$ cat src/rtl/tprd_pkg.sv
package tprd_pkg;

    localparam int NCH      = 3;
    localparam int CH_NOISE = 0;
    localparam int CH_BLOCK = 1;
    localparam int CH_TMARK = 2;

    typedef enum logic [1:0] {
        DENS_LOW  = 2'b00,
        DENS_1600 = 2'b01,
        DENS_6250 = 2'b10,
        DENS_RSV  = 2'b11
    } dens_e;

    typedef enum logic [1:0] {
        RS_IDLE = 2'b00,
        RS_RUN  = 2'b01,
        RS_SEEN = 2'b10
    } run_state_e;

endpackage

$ cat src/rtl/tprd_thresh.sv
module tprd_thresh #(
    parameter int CNT_W   = 10,
    parameter int NS_62_W = 92,
    parameter int NS_62_R = 44,
    parameter int NS_16_W = 46,
    parameter int NS_16_R = 22,
    parameter int BK_62   = 50,
    parameter int BK_16   = 25,
    parameter int TM_62_W = 608,
    parameter int TM_62_R = 84,
    parameter int TM_16_W = 168,
    parameter int TM_16_R = 42
) (
    input  logic [1:0]                        dens,
    input  logic                              wr_op,
    output logic                              active,
    output logic [tprd_pkg::NCH*CNT_W-1:0]    thr_flat
);
    import tprd_pkg::*;

    logic [CNT_W-1:0] t_noise;
    logic [CNT_W-1:0] t_block;
    logic [CNT_W-1:0] t_tmark;

    always_comb begin
        active  = 1'b0;
        t_noise = '0;
        t_block = '0;
        t_tmark = '0;
        unique case (dens_e'(dens))
            DENS_6250: begin
                active  = 1'b1;
                t_noise = wr_op ? CNT_W'(NS_62_W) : CNT_W'(NS_62_R);
                t_block = CNT_W'(BK_62);
                t_tmark = wr_op ? CNT_W'(TM_62_W) : CNT_W'(TM_62_R);
            end
            DENS_1600: begin
                active  = 1'b1;
                t_noise = wr_op ? CNT_W'(NS_16_W) : CNT_W'(NS_16_R);
                t_block = CNT_W'(BK_16);
                t_tmark = wr_op ? CNT_W'(TM_16_W) : CNT_W'(TM_16_R);
            end
            DENS_LOW, DENS_RSV: begin
                active = 1'b0;
            end
            default: active = 1'b0;
        endcase
    end

    assign thr_flat[CH_NOISE*CNT_W +: CNT_W] = t_noise;
    assign thr_flat[CH_BLOCK*CNT_W +: CNT_W] = t_block;
    assign thr_flat[CH_TMARK*CNT_W +: CNT_W] = t_tmark;

endmodule

$ cat src/rtl/tprd_run_fsm.sv
module tprd_run_fsm #(
    parameter int CNT_W = 10
) (
    input  logic             clk,
    input  logic             rst_n,
    input  logic             clr,
    input  logic             en,
    input  logic             active,
    input  logic             tick,
    input  logic             ind,
    input  logic [CNT_W-1:0] thr,
    output logic             flag,
    output logic [CNT_W-1:0] cnt
);
    import tprd_pkg::*;

    run_state_e       state, state_nxt;
    logic [CNT_W-1:0] cnt_nxt;
    logic [CNT_W:0]   cnt_inc;

    assign cnt_inc = {1'b0, cnt} + {{CNT_W{1'b0}}, 1'b1};

    // state register
    always_ff @(posedge clk or negedge rst_n) begin
        if (!rst_n) begin
            state <= RS_IDLE;
            cnt   <= '0;
        end else begin
            state <= state_nxt;
            cnt   <= cnt_nxt;
        end
    end

    // transitions: start, break, hit, release
    always_comb begin
        state_nxt = state;
        cnt_nxt   = cnt;
        if (clr || !en) begin
            state_nxt = RS_IDLE;
            cnt_nxt   = '0;
        end else begin
            unique case (state)
                RS_IDLE: begin
                    cnt_nxt = '0;
                    if (ind && active && tick) begin
                        if (thr <= CNT_W'(1)) begin
                            state_nxt = RS_SEEN;
                            cnt_nxt   = thr;
                        end else begin
                            state_nxt = RS_RUN;
                            cnt_nxt   = CNT_W'(1);
                        end
                    end
                end
                RS_RUN: begin
                    if (!ind || !active) begin
                        state_nxt = RS_IDLE;
                        cnt_nxt   = '0;
                    end else if (tick) begin
                        if (cnt_inc >= {1'b0, thr}) begin
                            state_nxt = RS_SEEN;
                            cnt_nxt   = thr;
                        end else begin
                            cnt_nxt = cnt_inc[CNT_W-1:0];
                        end
                    end
                end
                RS_SEEN: begin
                    state_nxt = RS_SEEN;
                end
                default: begin
                    state_nxt = RS_IDLE;
                    cnt_nxt   = '0;
                end
            endcase
        end
    end

    // outputs
    always_comb begin
        flag = (state == RS_SEEN);
    end

endmodule

$ cat src/rtl/tape_run_detect.sv
module tape_run_detect #(
    parameter int CNT_W   = 10,
    parameter int NS_62_W = 92,
    parameter int NS_62_R = 44,
    parameter int NS_16_W = 46,
    parameter int NS_16_R = 22,
    parameter int BK_62   = 50,
    parameter int BK_16   = 25,
    parameter int TM_62_W = 608,
    parameter int TM_62_R = 84,
    parameter int TM_16_W = 168,
    parameter int TM_16_R = 42
) (
    input  logic       clk,
    input  logic       rst_n,
    input  logic       ctl_clr,
    input  logic       rd_en,
    input  logic [1:0] dens,
    input  logic       wr_op,
    input  logic       half_tick,
    input  logic [2:0] ind,
    output logic [2:0] flags
);
    import tprd_pkg::*;

    localparam int FLAT_W = NCH * CNT_W;

    logic              active;
    logic [FLAT_W-1:0] thr_flat;
    logic [FLAT_W-1:0] cnt_flat;

    tprd_thresh #(
        .CNT_W(CNT_W),
        .NS_62_W(NS_62_W), .NS_62_R(NS_62_R),
        .NS_16_W(NS_16_W), .NS_16_R(NS_16_R),
        .BK_62(BK_62),     .BK_16(BK_16),
        .TM_62_W(TM_62_W), .TM_62_R(TM_62_R),
        .TM_16_W(TM_16_W), .TM_16_R(TM_16_R)
    ) u_thresh (
        .dens     (dens),
        .wr_op    (wr_op),
        .active   (active),
        .thr_flat (thr_flat)
    );

    for (genvar ch = 0; ch < NCH; ch++) begin : g_ch
        tprd_run_fsm #(.CNT_W(CNT_W)) u_fsm (
            .clk    (clk),
            .rst_n  (rst_n),
            .clr    (ctl_clr),
            .en     (rd_en),
            .active (active),
            .tick   (half_tick),
            .ind    (ind[ch]),
            .thr    (thr_flat[ch*CNT_W +: CNT_W]),
            .flag   (flags[ch]),
            .cnt    (cnt_flat[ch*CNT_W +: CNT_W])
        );
    end

endmodule

$ cat config.mk
export PLATFORM = sky130hd
export DESIGN_NAME = tape_run_detect
export DESIGN_NICKNAME = d
export VERILOG_FILES = /design/src/rtl/tprd_pkg.sv /design/src/rtl/tprd_thresh.sv /design/src/rtl/tprd_run_fsm.sv /design/src/rtl/tape_run_detect.sv
export SDC_FILE = /design/constraint.sdc
export NUM_CORES = 1
export LEC_CHECK = 0
export BUFFER_PORTS_ARGS = -buffer_cell sky130_fd_sc_hd__buf_2
export CORE_MARGIN = 4
export CORE_UTILIZATION = 55
export DETAILED_ROUTE_END_ITERATION = 10
export GPL_TIMING_DRIVEN = 0
export PLACE_DENSITY = 0.74
export SETUP_SLACK_MARGIN = 0.3
export SLEW_MARGIN = 20
export SYNTH_ARGS = -nofsm -noshare
export SYNTH_HDL_FRONTEND = slang
export SYNTH_SLANG_ARGS = --single-unit
$ cat constraint.sdc
create_clock -name clk -period 4.4 [get_ports clk]
set_input_delay 0.22 -clock clk [delete_from_list [all_inputs] [get_ports clk]]
set_output_delay 0.22 -clock clk [all_outputs]
set_load 0.02 [all_outputs]
==> flow_summary.toml <==
[run_status]
outcome = "finished clean"

[logic_synthesis]
synthAdderAreaFrac_pct = 11.21
ys_seq_area_share_pct = 31.05
avgSynthCellArea_um2 = 8.846
netlist.top_cell.by_area = "dfrtp_1"
synth_fp_nets = 365
async_reset_ff_share_pct = 100.0
yosysMostFrequentCell = "nand2_1"
synth_top_cells_by_count = "nand2_1, dfrtp_1, ha_1, nor2_1, inv_1"
ys_warn_count = 0
synthDistinctLibCells = 61
ys.flop_type = "dfrtp_1"
synth_top_area_share_pct = 31.05
synth_xor_area_share_pct = 4.528
synth-seq-cells = 36
synth_mux_area_share_pct = 5.261
synth_compound_area_share_pct = 18.97
synthSimpleGateAreaFrac_pct = 23.50
synth-edff-count = 0
syn_inst = 328
synth_top_family_by_area = "simple AND/OR/NAND/NOR gates"
syn-cell-area_um2 = 2902
ys_top_cells_by_area = "dfrtp_1, ha_1, nand2_1"

[finish]
finish.instance_area_um2 = 3161
syn2layout_area_growth_pct = 8.926
num-nets-final = 384
drive_gt1_share_pct = 12.64
nFillCells = 462
diodes = 0

[setup_path]
worstSetupStartpoint = "g_ch[2].u_fsm.cnt[0]"
r2r_start = "g_ch[2].u_fsm.cnt[0]"
critPathKind = "reg2reg"
required_ns = 4.61
endpoint_kind = "register"
worstPathMaxFanout = 10
worstSetupStartpointType = "register"
arrival_ns = 3.29

[sta]
finalCritPeriodShare_pct = 69.99
fmax_mhz = 324.7
setup_viol = 0
layout_min_cycle_time_ns = 3.080
fin_worst_skew_ns = 0.006121
maxSlewViolCount = 0
rsz0062_at_grt = "false"
finalHoldViolations = 0
setup_tns_ns = 0
worst_slew_pin_slew_ns = 0.8216
relSlewSlack_pct = 45.23

[run]
maxCapViolations = 0

[cts]
cts_tree = "done"
ctsHoldBuffers = 0
cts_root_buf = "clkbuf_8"
cts_resized = 0
cts_setup_buffers = 0
htree_levels = 2
clock-sinks = 36
insertion_delay_ns = 0.30
cts_inserted_buffers = 5
cts.path.max_buffers = 2
path_clk_slew_ns = 0.08

[detailed_routing]
drtAntennaViolNets = 0
vias = 2476
routed_wl_mm = 6.472
drc = 0
drt-wirelength-per-cell_um = 15.48
avgViaCountPerCell = 5.923
drt_iter0_markers = 103
firstDrtPassIters = 4

[power]
power.switching_uw = 235.0
p_seq_share_pct = 43.7
p_per_area_nw_per_um2 = 254.7
swShare_pct = 29.19
p_leak_uw = 0.001448
p_int_uw = 570.1
peakVddDrop_uv = 176.3
p_comb_share_pct = 18.7
power_frac_clock_pct = 37.7

[global_route]
grt_start_max_net_pins = 37
grt_overflow = 0
grt_pass1_wl_mm = 11.34
antenna_found_initial = 0
grt_usage_pct = 22.39
grt_pass1_vias = 2401

[floorplan]
rows = 26
core_area_um2 = 5107
fp.dieArea_um2 = 6501
ios = 14
start_util_pct = 56.81
chipWidth_um = 80.63
fp.dieH_um = 80.63

[placed_design]
hpwl_mm = 4.763
port_buffers = 12
place_area_um2 = 3049
gp_congestion = 0.8318

[min_path]
hold_path_class = "in2async"
## through the flow
| step | hold slack (ns) | power, uW | setup WS (ns) | util [%] | std cells |
|---|---|---|---|---|---|
| floorplan | -0.07559 | 463.1 | 1.658 | - | 328 |
| global route | 0.08766 | 850.2 | 1.141 | 61.88 | 418 |
| finish | 0.01057 | 805.1 | 1.320 | 61.88 | 418 |
| global placement | 0.3709 | 503.1 | 1.113 | 59.70 | 410 |
| CTS | 0.05097 | 808.8 | 1.341 | 61.88 | 418 |
| detailed placement | 0.3694 | 507.8 | 1.087 | 59.70 | 410 |
## kinds of logic (layout without fill, tap and decap cells)
logic type / count (synthesis) / in the layout
AOI/OAI and AO/OA: 74 / 74
xor gates and xnor gates: 15 / 15
adders and majority gates: 26 / 26
buffers and inverters: 32 / 52
DFF: 36 / 36
muxes: 15 / 15
and+or+nand+nor: 130 / 130
## final timing paths
| path | slack [ns] | cells after the start | to |
|---|---|---|---|
| hold / removal | 0.01 | 1 | g_ch[2].u_fsm.cnt[8] |
| hold reg to reg | 0.49 | 1 | g_ch[0].u_fsm.cnt[9] |
| setup reg to reg | 1.32 | 13 | g_ch[2].u_fsm.cnt[3] |
| min in group clk | 0.31 | 3 | g_ch[1].u_fsm.cnt[0] |
| setup / recovery | 1.32 | 13 | g_ch[2].u_fsm.cnt[3] |
| max in group asynchronous | 3.87 | 1 | g_ch[1].u_fsm.cnt[3] |
## cell usage in the layout (no fill, tap or decap), types with 6 or more instances in the layout
| master | instances |
|---|---|
| mux2i_1 | 13 |
| nor2b_1 | 7 |
| clkbuf_1 | 6 |
| ha_1 | 26 |
| buf_2 | 12 |
| nand3_1 | 17 |
| nand2_1 | 37 |
| dfrtp_1 | 36 |
| o21ai_0 | 10 |
| a21oi_1 | 12 |
| inv_1 | 19 |
| and2_1 | 8 |
| xnor2_1 | 8 |
| xor2_1 | 7 |
| nor2_1 | 21 |
| a31oi_1 | 8 |
## cell type report
cell class / count / area [um^2] / area share [%]
Multi-Input combinational cell: 260 / 1842 / 58.27
Sequential cell: 36 / 900.9 / 28.50
Buffer: 13 / 87.58 / 2.771
Tap cell: 70 / 87.58 / 2.771
Inverter: 19 / 71.32 / 2.257
Clock buffer: 5 / 68.82 / 2.177
Timing Repair Buffer: 12 / 60.06 / 1.900
Clock inverter: 3 / 42.54 / 1.346
## worst max-delay path: stages (launching register included)
cell and delay, ns:
dfrtp_1 0.44, ha_1 0.23, and4_1 0.25, nand2_1 0.12
xnor2_1 0.15, ha_1 0.30, and4_2 0.22, o21a_1 0.11
o311a_2 0.33, a211oi_2 0.24, buf_6 0.21, buf_12 0.14
a31oi_1 0.08, o22ai_1 0.16
## layer usage
| metal | global-route usage, % | vias to the layer above | wire, um |
|---|---|---|---|
| met5 | 0 | - | 0 |
| met4 | 5.912 | 0 | 80 |
| li1 | - | 1225 | - |
| met2 | 37.17 | 45 | 3076 |
| met1 | 29.94 | 1195 | 3030 |
| met3 | 3.924 | 11 | 284 |
## flip-flops by register name, summed over array words and instances (netlist names)
| signal | flops |
|---|---|
| g_ch.u_fsm.state | 6 |
| g_ch.u_fsm.cnt | 30 |
## power by group through the flow
| stage | Combinational, uW | Clock, uW | Sequential, uW |
|---|---|---|---|
| 2_1_floorplan | 108 | 0 | 355 |
| 3_3_place_gp | 146 | 0 | 357 |
| 3_5_place_dp | 150 | 0 | 358 |
| 4_1_cts | 152 | 306 | 351 |
| 5_1_grt | 168 | 328 | 354 |
| 6_report | 150 | 303 | 352 |
Note: power is estimated with default switching activity, not from simulation.
